`src/rtl/hclk_pkg.sv`:
```
package hclk_pkg;
  localparam int PH_W     = 6;
  localparam int NUM_PCH  = 5;
  localparam int NUM_OUT  = 10;
  localparam int DRV_W    = 3;
  localparam int CFG_W    = 2 * PH_W + 1;

  // programmable channel indices
  localparam int CH_H1 = 0;
  localparam int CH_H2 = 1;
  localparam int CH_H5 = 2;
  localparam int CH_LS = 3;
  localparam int CH_RG = 4;

  // write addresses
  localparam int ADR_STROBE = 5;
  localparam int ADR_MODE   = 6;
  localparam int ADR_DRV    = 16;

  localparam logic [2:0] MODE_MIRROR = 3'b001;
  localparam logic [2:0] MODE_PAIR   = 3'b010;
  localparam logic [2:0] MODE_QUAD   = 3'b100;

  typedef struct packed {
    logic            pol;
    logic [PH_W-1:0] fall;
    logic [PH_W-1:0] rise;
  } edge_cfg_t;

  typedef struct packed {
    edge_cfg_t [NUM_PCH-1:0]            ch;
    logic [PH_W-1:0]                    ref_slot;
    logic [PH_W-1:0]                    dat_slot;
    logic [2:0]                         mode;
    logic [NUM_OUT-1:0][DRV_W-1:0]      drv;
  } cfg_t;

  function automatic cfg_t cfg_reset();
    cfg_t c;
    c = '0;
    for (int i = 0; i < NUM_PCH; i++) c.ch[i].pol = 1'b1;
    c.mode = MODE_MIRROR;
    return c;
  endfunction
endpackage

```
`src/rtl/hclk_phase.sv`:
```
module hclk_phase #(
  parameter int PH_W = 6
) (
  input  logic            clk,
  input  logic            rst_n,
  output logic [PH_W-1:0] phase,
  output logic            wrap,
  output logic            start
);
  always_ff @(posedge clk or negedge rst_n) begin
    if (!rst_n) phase <= '0;
    else        phase <= phase + 1'b1;
  end

  assign wrap  = (phase == {PH_W{1'b1}});
  assign start = (phase == '0);
endmodule

```
`src/rtl/hclk_regs.sv`:
```
module hclk_regs
  import hclk_pkg::*;
#(
  parameter int ADDR_W = 5
) (
  input  logic              clk,
  input  logic              rst_n,
  input  logic              wr_en,
  input  logic [ADDR_W-1:0] wr_addr,
  input  logic [CFG_W-1:0]  wr_data,
  input  logic              wrap,
  output cfg_t              act
);
  cfg_t pend;

  always_ff @(posedge clk or negedge rst_n) begin
    if (!rst_n) begin
      pend <= cfg_reset();
    end else if (wr_en) begin
      for (int i = 0; i < NUM_PCH; i++)
        if (wr_addr == ADDR_W'(i)) pend.ch[i] <= wr_data;
      if (wr_addr == ADDR_W'(ADR_STROBE)) begin
        pend.ref_slot <= wr_data[PH_W-1:0];
        pend.dat_slot <= wr_data[2*PH_W-1:PH_W];
      end
      if (wr_addr == ADDR_W'(ADR_MODE)) pend.mode <= wr_data[2:0];
      for (int i = 0; i < NUM_OUT; i++)
        if (wr_addr == ADDR_W'(ADR_DRV + i)) pend.drv[i] <= wr_data[DRV_W-1:0];
    end
  end

  // active copy moves only at the period boundary
  always_ff @(posedge clk or negedge rst_n) begin
    if (!rst_n)    act <= cfg_reset();
    else if (wrap) act <= pend;
  end
endmodule

```
`src/rtl/hclk_edge_ch.sv`:
```
module hclk_edge_ch
  import hclk_pkg::*;
(
  input  logic            clk,
  input  logic            rst_n,
  input  logic [PH_W-1:0] phase,
  input  edge_cfg_t       cfg,
  output logic            wave
);
  logic lvl;

  always_ff @(posedge clk or negedge rst_n) begin
    if (!rst_n) begin
      lvl <= 1'b0;
    end else if (cfg.rise != cfg.fall) begin
      if (phase == cfg.rise)      lvl <= 1'b1;
      else if (phase == cfg.fall) lvl <= 1'b0;
    end
  end

  assign wave = cfg.pol ? lvl : ~lvl;
endmodule

```
`src/rtl/hclk_route.sv`:
```
module hclk_route
  import hclk_pkg::*;
(
  input  logic [2:0] mode,
  input  logic       src_h1,
  input  logic       src_h2,
  input  logic       src_h5,
  output logic [7:0] h,
  output logic       err
);
  always_comb begin
    h   = '0;
    err = 1'b0;
    for (int k = 0; k < 4; k++) begin
      case (mode)
        MODE_MIRROR: begin
          h[2*k]   = src_h1;
          h[2*k+1] = ~src_h1;
        end
        MODE_PAIR: begin
          h[2*k]   = src_h1;
          h[2*k+1] = src_h2;
        end
        MODE_QUAD: begin
          h[2*k]   = (k < 2) ? src_h1 : src_h5;
          h[2*k+1] = (k < 2) ? ~src_h1 : ~src_h5;
        end
        default: begin
          h[2*k]   = 1'b0;
          h[2*k+1] = 1'b0;
          err      = 1'b1;
        end
      endcase
    end
  end
endmodule

```
`src/rtl/hclk_drive.sv`:
```
module hclk_drive #(
  parameter int NUM_OUT   = 10,
  parameter int DRV_W     = 3,
  parameter int STEP_W    = 3,
  parameter int MAX_STEPS = 4
) (
  input  logic [NUM_OUT-1:0][DRV_W-1:0] drv,
  output logic [NUM_OUT-1:0]            oe,
  output logic [NUM_OUT*STEP_W-1:0]     steps
);
  for (genvar i = 0; i < NUM_OUT; i++) begin : g_out
    assign oe[i] = |drv[i];
    assign steps[STEP_W*i +: STEP_W] =
      (drv[i] > DRV_W'(MAX_STEPS)) ? STEP_W'(MAX_STEPS) : STEP_W'(drv[i]);
  end
endmodule

```
`src/rtl/hclk_gen.sv`:
```
module hclk_gen
  import hclk_pkg::*;
#(
  parameter int ADDR_W    = 5,
  parameter int STEP_W    = 3,
  parameter int MAX_STEPS = 4
) (
  input  logic                      clk,
  input  logic                      rst_n,
  input  logic                      wr_en,
  input  logic [ADDR_W-1:0]         wr_addr,
  input  logic [CFG_W-1:0]          wr_data,
  output logic [7:0]                h_out,
  output logic                      lstage_out,
  output logic                      rgate_out,
  output logic                      ref_strobe,
  output logic                      data_strobe,
  output logic                      pix_start,
  output logic                      mode_err,
  output logic [NUM_OUT-1:0]        drv_oe,
  output logic [NUM_OUT*STEP_W-1:0] drv_steps
);
  logic [PH_W-1:0]    phase;
  logic               wrap;
  cfg_t               act;
  logic [NUM_PCH-1:0] wave;

  hclk_phase #(.PH_W(PH_W)) u_phase (
    .clk(clk), .rst_n(rst_n), .phase(phase), .wrap(wrap), .start(pix_start)
  );

  hclk_regs #(.ADDR_W(ADDR_W)) u_regs (
    .clk(clk), .rst_n(rst_n), .wr_en(wr_en), .wr_addr(wr_addr),
    .wr_data(wr_data), .wrap(wrap), .act(act)
  );

  for (genvar i = 0; i < NUM_PCH; i++) begin : g_ch
    hclk_edge_ch u_ch (
      .clk(clk), .rst_n(rst_n), .phase(phase), .cfg(act.ch[i]), .wave(wave[i])
    );
  end

  hclk_route u_route (
    .mode(act.mode), .src_h1(wave[CH_H1]), .src_h2(wave[CH_H2]),
    .src_h5(wave[CH_H5]), .h(h_out), .err(mode_err)
  );

  assign lstage_out = wave[CH_LS];
  assign rgate_out  = wave[CH_RG];

  always_ff @(posedge clk or negedge rst_n) begin
    if (!rst_n) begin
      ref_strobe  <= 1'b0;
      data_strobe <= 1'b0;
    end else begin
      ref_strobe  <= (phase == act.ref_slot);
      data_strobe <= (phase == act.dat_slot);
    end
  end

  hclk_drive #(
    .NUM_OUT(NUM_OUT), .DRV_W(DRV_W), .STEP_W(STEP_W), .MAX_STEPS(MAX_STEPS)
  ) u_drive (
    .drv(act.drv), .oe(drv_oe), .steps(drv_steps)
  );
endmodule

```
`config.mk`:
```
export PLATFORM = sky130hd
export DESIGN_NAME = hclk_gen
export DESIGN_NICKNAME = d
export VERILOG_FILES = /design/src/rtl/hclk_pkg.sv /design/src/rtl/hclk_phase.sv /design/src/rtl/hclk_regs.sv /design/src/rtl/hclk_edge_ch.sv /design/src/rtl/hclk_route.sv /design/src/rtl/hclk_drive.sv /design/src/rtl/hclk_gen.sv
export SDC_FILE = /design/constraint.sdc
export NUM_CORES = 1
export LEC_CHECK = 0
export ABC_AREA = 0
export BUFFER_PORTS_ARGS = -buffer_cell sky130_fd_sc_hd__buf_2
export CAP_MARGIN = 15
export CORE_MARGIN = 1
export CORE_UTILIZATION = 63
export CTS_BUF_LIST = sky130_fd_sc_hd__clkbuf_2
export DETAILED_ROUTE_END_ITERATION = 6
export GPL_TIMING_DRIVEN = 1
export HOLD_SLACK_MARGIN = 0.06
export PLACE_DENSITY = 0.9
export SLEW_MARGIN = 30
export SYNTH_ARGS = -nofsm -noshare
export SYNTH_HDL_FRONTEND = slang
export SYNTH_HIERARCHICAL = 1
export SYNTH_SLANG_ARGS = --single-unit
```
`constraint.sdc`:
```
create_clock -name clk -period 5.95 [get_ports clk]
set_clock_uncertainty 0.2 [all_clocks]
set_input_delay 0.595 -clock clk [delete_from_list [all_inputs] [get_ports clk]]
set_output_delay 0.595 -clock clk [all_outputs]
set_load 0.1 [all_outputs]
```
==> qor.csv, run 1 <==
stage,metric,value,unit
synthesis,synth-edff-count,0,
sta,fmax,286.1,MHz
cts,clk_pin_slew_worst_paths,0.12,ns
placed_design,dp_slack,2.526,ns
pwr,ir_worst_vdd,0.1454,mV
detailed_routing,wl_per_cell,20.14,um
hold_path,hold_path.class,in2reg,
final_layout,fin_util,71.86,%
detailed_routing,ant_nets,0,
cts,ctsLongestPathBuffers,3,
pwr,power.density,258.6,nW/um^2
floorplan,io_pins,75,
global_route,grt_overflow,0,
final_layout,syn2layout_area_growth,10.56,%
final_layout,layout-drive-gt1-share,46.91,%
sta,fin_crit_sh,58.75,%
synthesis,netlist_instances,730,
critical_path,crit_arrival,2.70,ns
critical_path,critPathLaunchType,register,
critical_path,r2r_setup_slack,2.87,ns
floorplan,core.rowCount,46,
synthesis,syn-cell-area,10360,um^2
floorplan,fp.dieW,130.3,um
floorplan,core_area,15940,um^2
synthesis,synth_top_family_by_area,multiplexers,
placed_design,port-buffer-count,74,
global_route,grt_start_max_net_pins,104,
sta,slew_headroom,42.74,%
hold_path,worstHoldEndpoint,u_regs/pend[27]$_DFFE_PN0P_,
synthesis,synth.distinct_cells,39,
critical_path,crit_type,reg2out,
final_layout,final_cell_count_no_fill,1091,
synthesis,synth_xor_area_share,9.466,%
synthesis,synth.ff_latch_count,233,
global_route,grt_pass1_wl,34980,um
detailed_routing,routed_via_density,5.755,
sta,maxSlewViolCount,0,
synthesis,async_flop_share,100.0,%
critical_path,crit_required,5.16,ns
cts,cts_tree,yes,
cts,cts_buffers,55,
sta,worst_pin_slew,0.8589,ns
synthesis,synth_mux_area_share,24.00,%
detailed_routing,initialDrtViolationCount,285,
final_layout,n_fill_cell,1040,
critical_path,reg2reg_depth,4,
pwr,leakage,5.780,nW
critical_path,worst_r2r_endpoint,u_regs/act[80]$_DFFE_PN0P_,
run,drv_cap,0,
detailed_routing,dr.pass1.iters,4,
synthesis,syn_area_per_cell,14.20,um^2
hold_path,holdPathStages,4,
placed_design,placedCellCount,988,
global_route,grt_pass1_vias,6746,
detailed_routing,routed_wl,21970,um
cts,ctsHtreeMaxLevel,2,
synthesis,yosysWarnings,6,
synthesis,syn_nets,753,
final_layout,nNetsFinal,867,
synthesis,synthFlopType,dfrtp_1,
floorplan,start_util,65.00,%
placed_design,gp_congestion,0.8914,
hold_path,holdCritStartpoint,wr_en,
detailed_routing,routed-via-count,6279,
global_route,track_usage,27.61,%
critical_path,path_max_fanout,5,
cts,numClockSinks,233,
sta,setup_viol,0,
critical_path,end_kind,output port,
global_route,grt_antenna_before_repair,1,
floorplan,dieArea,16970,um^2
sta,period_needed,3.495,ns
synthesis,yosysSeqAreaShare,56.41,%
placed_design,dp_hpwl,14300,um
synthesis,synth-compound-area-share,1.050,%
synthesis,synth-simple-area-share,7.027,%
sta,fin_ws,2.455,ns
critical_path,rr_startpoint,u_phase/phase[1]$_DFF_PN0_,
floorplan,die_y,130.3,um
synthesis,synth_adder_area_share,0.2415,%
sta,rsz0062_at_grt,false,
detailed_routing,drc,0,
sta,hold_violations,0,
cts,cts_setup_buffers,0,
cts,clock-root-buffer,clkbuf_2,
outcome,status,finished clean,
cts,clock_latency,0.80,ns
sta,fin_setup_tns,0,ns
sta,timing.hold.ws,0.1527,ns
==> area by class of cell <==
type / instances / area (um^2) / area share [%]
flip-flops and latches: 233 / 5846 / 51.02
multi-input cells: 460 / 4334 / 37.83
repair buffers: 92 / 563.0 / 4.914
clock buffers: 79 / 395.4 / 3.451
well taps: 216 / 270.3 / 2.359
clock inverters: 8 / 38.79 / 0.3385
inverters: 2 / 7.507 / 0.06552
diodes: 1 / 2.502 / 0.02184
==> layer usage <==
layer,track usage (%),share of wire [%],vias to the layer above
li1,-,-,2804
met1,34.19,42,3248
met2,46.78,51,183
met3,5.740,4.9,44
met4,12.59,2.6,0
met5,0,0,-
==> power by group <==
| part | internal (mW) | switching, mW | leakage, nW | total (mW) |
|---|---|---|---|---|
| combinational | 0.122 | 0.0963 | 2.36 | 0.218 |
| sequential | 1.73 | 0.0745 | 3.08 | 1.81 |
| clock | 0.348 | 0.588 | 0.343 | 0.937 |
| total | 2.20 | 0.759 | 5.78 | 2.96 |
==> metrics by stage <==
step                power (mW)  area [um^2]
global placement         2.014        10860
CTS                      2.991        11430
detailed placement       2.048        10860
finish                   2.962        11460
global route             3.113        11460
floorplan                1.944        10360
==> repair_timing <==
item / CTS / global route
hold buffers: 14 / 0
resized for setup: 0 / 0
hold endpoints to repair: 169 / 0
==> Yosys cell counts, types with 6 or more instances <==
| master | count | share of area [%] |
|---|---|---|
| xor2_1 | 56 | 4.7 |
| nor4_1 | 6 | 0.36 |
| nand3_1 | 9 | 0.43 |
| or3_1 | 11 | 0.66 |
| dfstp_2 | 12 | 3.0 |
| buf_2 | 11 | 0.53 |
| nor2b_1 | 19 | 1.1 |
| dfrtp_1 | 221 | 53 |
| clkbuf_1 | 15 | 0.54 |
| nor2_1 | 15 | 0.54 |
| buf_4 | 9 | 0.65 |
| xnor2_1 | 56 | 4.7 |
| mux2_2 | 220 | 24 |
| nand2_1 | 15 | 0.54 |
| nand4_1 | 7 | 0.42 |
==> sequential cells by signal, summed over array words and instances, names as in the netlist <==
signal	cells
u_regs/act	110
u_regs/pend	110
u_phase/phase	6
g_ch.u_ch/lvl	5
data_strobe	1
ref_strobe	1
==> layout by cell type, fill, tap and decap left out, types with 2 or more instances in the layout <==
cell           synthesis  routed
nand3_1                9       9
or4bb_1                3       3
buf_2                 11      73
and2b_2                5       5
clkinv_1               0       4
o2bb2ai_1              5       5
dfstp_2               12      12
o311ai_0               2       2
nand4b_1               2       2
or3_1                 11      11
nor4_2                 5       5
nor4_1                 6       6
nand4_1                7       7
clkinvlp_4             0       2
o211ai_1               5       5
ha_1                   2       2
buf_4                  9       3
nor2b_1               19      19
nor3_2                 2       2
inv_1                  2       2
mux2_2               220     220
dfrtp_1              221     221
dlygate4sd3_1          0      14
and4bb_2               2       2
xnor2_1               56      56
nand2_1               15      15
nor2_1                15      15
xor2_1                56      56
clkbuf_2               0      79
==> logic make-up after synthesis <==
kind of cell	count (synthesis)
compound gates	13
xor+xnor	112
fa+ha+maj	2
buf+inv	37
flops	233
mux	221
simple gates	112
==> critical path: stages, from the launching register on <==
cell and delay, ns:
dfstp_2 0.56, xnor2_1 0.13, or4b_1 0.51, o311ai_0 0.17, buf_2 0.53
==> worst max-delay path by stage <==
stage                                    start  slack (ns)  cells past startpoint                    endpoint
floorplan           u_regs/act[57]$_DFFE_PN1P_        0.22                      3                    h_out[3]
global placement    u_phase/phase[1]$_DFF_PN0_        2.69                      4  u_regs/act[74]$_DFFE_PN0P_
detailed placement  u_phase/phase[1]$_DFF_PN0_        2.53                      4  u_regs/act[12]$_DFFE_PN0P_
CTS                 u_regs/act[57]$_DFFE_PN1P_        2.40                      4                    h_out[5]
global route        u_regs/act[57]$_DFFE_PN1P_        2.31                      4                    h_out[5]
finish              u_regs/act[57]$_DFFE_PN1P_        2.45                      4                    h_out[5]
No activity file was read; power rests on OpenSTA's default activity.
==> run 2, diff against run 1 <==
--- a/config.mk
+++ b/config.mk
@@ -9,12 +9,12 @@
 export BUFFER_PORTS_ARGS = -buffer_cell sky130_fd_sc_hd__buf_2
 export CAP_MARGIN = 15
 export CORE_MARGIN = 1
-export CORE_UTILIZATION = 63
+export CORE_UTILIZATION = 56
 export CTS_BUF_LIST = sky130_fd_sc_hd__clkbuf_2
 export DETAILED_ROUTE_END_ITERATION = 6
 export GPL_TIMING_DRIVEN = 1
 export HOLD_SLACK_MARGIN = 0.06
-export PLACE_DENSITY = 0.9
+export PLACE_DENSITY = 0.85
 export SLEW_MARGIN = 30
 export SYNTH_ARGS = -nofsm -noshare
 export SYNTH_HDL_FRONTEND = slang
==> constraint.sdc (replaced) <==
create_clock -name clk -period 2.9 [get_ports clk]
set_clock_uncertainty 0.2 [all_clocks]
set_input_delay 0.29 -clock clk [delete_from_list [all_inputs] [get_ports clk]]
set_output_delay 0.29 -clock clk [all_outputs]
set_load 0.1 [all_outputs]
==> run 2 against run 1 <==
Effect of this change: largest power group unchanged; sequential power rose by 100%; critical path depth did not move; the flow now finishes with violations (negative setup slack); count of clock-buffer cells in the layout is 8 higher; critical endpoint is now h_out[1].
==> qor.csv, run 2 (synthesis results as in run 1) <==
stage,metric,value,unit,change
critical_path,path_max_fanout,5,,unchanged
hold_path,holdCritStartpoint,wr_data[11],,
critical_path,critPathLaunchType,register,,
cts,clock-root-buffer,clkbuf_2,,
sta,setup_viol,4,,+4
outcome,violations,negative setup slack,,
sta,hold_violations,0,,unchanged
cts,clock_latency,0.79,ns,about the same
final_layout,fin_util,66.33,%,-5.5 points
placed_design,port-buffer-count,74,,unchanged
global_route,grt_start_max_net_pins,89,,-14%
cts,cts_tree,yes,,
critical_path,rr_startpoint,u_phase/phase[2]$_DFF_PN0_,,
critical_path,cp_slowest_stage_delay,0.60,ns,+0.04 ns
critical_path,crit_arrival,2.43,ns,-0.27 ns
final_layout,layout-drive-gt1-share,47.91,%,+1.0 points
global_route,grt_antenna_before_repair,0,,-1
pwr,power,6.295,mW,+110%
global_route,grt_pass1_wl,35620,um,+1.8%
critical_path,reg2reg_depth,4,,unchanged
hold_path,holdPathStages,3,,-1
sta,fin_setup_tns,-0.03664,ns,-0.03664 ns
cts,ctsLongestPathBuffers,3,,unchanged
floorplan,dieArea,19050,um^2,+12%
sta,worst_pin_slew,0.7335,ns,-0.1255 ns
sta,fin_ws,-0.01756,ns,-2.472 ns
final_layout,n_fill_cell,1346,,+29%
final_layout,syn2layout_area_growth,15.38,%,
sta,timing.hold.ws,0.1983,ns,+0.04560 ns
cts,cts_buffers,57,,+3.6%
critical_path,crit_required,2.41,ns,-2.75 ns
global_route,track_usage,23.64,%,-4.0 points
final_layout,mostFrequentLayoutCells,"221 x dfrtp_1, 220 x mux2_2, 87 x clkbuf_2, 65 x buf_2, 56 x xor2_1",,
detailed_routing,initialDrtViolationCount,298,,+4.6%
sta,slew_headroom,50.98,%,+8.2 points
cts,ctsHtreeMaxLevel,2,,unchanged
final_layout,reg_top3,"u_regs/act x110, u_regs/pend x110, u_phase/phase x6",,
pwr,ir_worst_vdd,0.3114,mV,+110%
placed_design,gp_congestion,0.7916,,-11%
final_layout,final_common_cell,dfrtp_1,,
pwr,leakage,5.973,nW,+3.3%
floorplan,core_area,18020,um^2,+13%
global_route,grt_overflow,0,,unchanged
critical_path,worst_setup_path_startpoint,u_regs/act[57]$_DFFE_PN1P_,,
detailed_routing,ant_nets,0,,unchanged
critical_path,crit_type,reg2out,,
final_layout,final_area,11960,um^2,+4.4%
floorplan,fp.dieW,138.0,um,+6.0%
outcome,status,finished with violations,,
floorplan,start_util,57.49,%,-7.5 points
cts,numClockSinks,233,,unchanged
sta,period_needed,2.918,ns,
placed_design,placed_area,11020,um^2,+1.5%
run,drv_cap,0,,unchanged
final_layout,final_cell_count_no_fill,1137,,+4.2%
detailed_routing,routed_via_density,5.536,,-3.8%
floorplan,die_y,138.0,um,+6.0%
detailed_routing,routed-via-count,6295,,+0.25%
sta,fmax,342.8,MHz,
detailed_routing,routed_wl,21470,um,-2.3%
floorplan,core.rowCount,49,,+6.5%
critical_path,end_kind,output port,,
final_layout,nNetsFinal,889,,+2.5%
global_route,grt_pass1_vias,6759,,+0.19%
critical_path,slowest_stage,dfstp_2,,
final_layout,diodes,0,,-1
floorplan,io_pins,75,,unchanged
detailed_routing,wl_per_cell,18.89,um,-6.2%
hold_path,hold_path.class,in2reg,,
pwr,power.density,526.5,nW/um^2,+100%
critical_path,crit_path_cell_trace,xnor2_4 > or4b_4 > o311ai_4 > buf_12,,
detailed_routing,dr.pass1.iters,4,,unchanged
placed_design,placedCellCount,1012,,+2.4%
cts,clk_pin_slew_worst_paths,0.10,ns,-0.02 ns
placed_design,dp_slack,0.5696,ns,-1.956 ns
sta,fin_crit_sh,100.6,%,
sta,rsz0062_at_grt,true,,
sta,maxSlewViolCount,0,,unchanged
placed_design,dp_hpwl,12820,um,-10%
detailed_routing,drc,0,,unchanged
run 2: critical path, delay by kind of cell (launching register included):
kind / cells / cell delay, ns
DFF: 1 / 0.60
and+or+nand+nor: 1 / 0.54
buffers and inverters: 1 / 0.23
AOI/OAI and AO/OA: 1 / 0.13
xor gates and xnor gates: 1 / 0.11
run 2: power breakdown:
group / switching [mW] / total, mW / internal (mW)
sequential: 0.142 / 3.70 / 3.56
clock: 1.26 / 2.14 / 0.875
combinational: 0.195 / 0.461 / 0.266
total: 1.60 / 6.29 / 4.70
run 2: path summary, 6_finish.rpt:
kind | end | slack [ns]
setup reg to reg | u_regs/act[91]$_DFFE_PN0P_ | 0.79
setup / recovery | h_out[1] | -0.02
min in group asynchronous | u_regs/act[37]$_DFFE_PN0P_ | 0.42
max in group asynchronous | u_regs/act[30]$_DFFE_PN1P_ | 1.26
hold / removal | u_regs/pend[108]$_DFFE_PN0P_ | 0.20
hold reg to reg | u_regs/act[79]$_DFFE_PN0P_ | 0.29
run 2: per-layer routing:
metal | track usage (%) | share of wire (%)
met1 | 32.30 | 45
met2 | 37.92 | 48
met3 | 4.572 | 5.3
met4 | 8.386 | 2.0
met5 | 0 | 0
run 2: layout make-up:
cell class | instances | area, um^2 | share of cell area, %
Clock buffer | 87 | 435.4 | 3.642
Clock inverter | 14 | 78.83 | 0.6593
Inverter | 2 | 7.507 | 0.06279
Multi-Input combinational cell | 460 | 4427 | 37.02
Sequential cell | 233 | 5846 | 48.89
Tap cell | 229 | 286.5 | 2.396
Timing Repair Buffer | 112 | 875.8 | 7.325
run 2: timing repair:
item	4_1_cts	5_1_grt
setup endpoints to repair	8	6
pin swaps	5	0
resized for setup	34	5
hold endpoints to repair	343	0
setup buffers	1	0
hold buffers	23	0
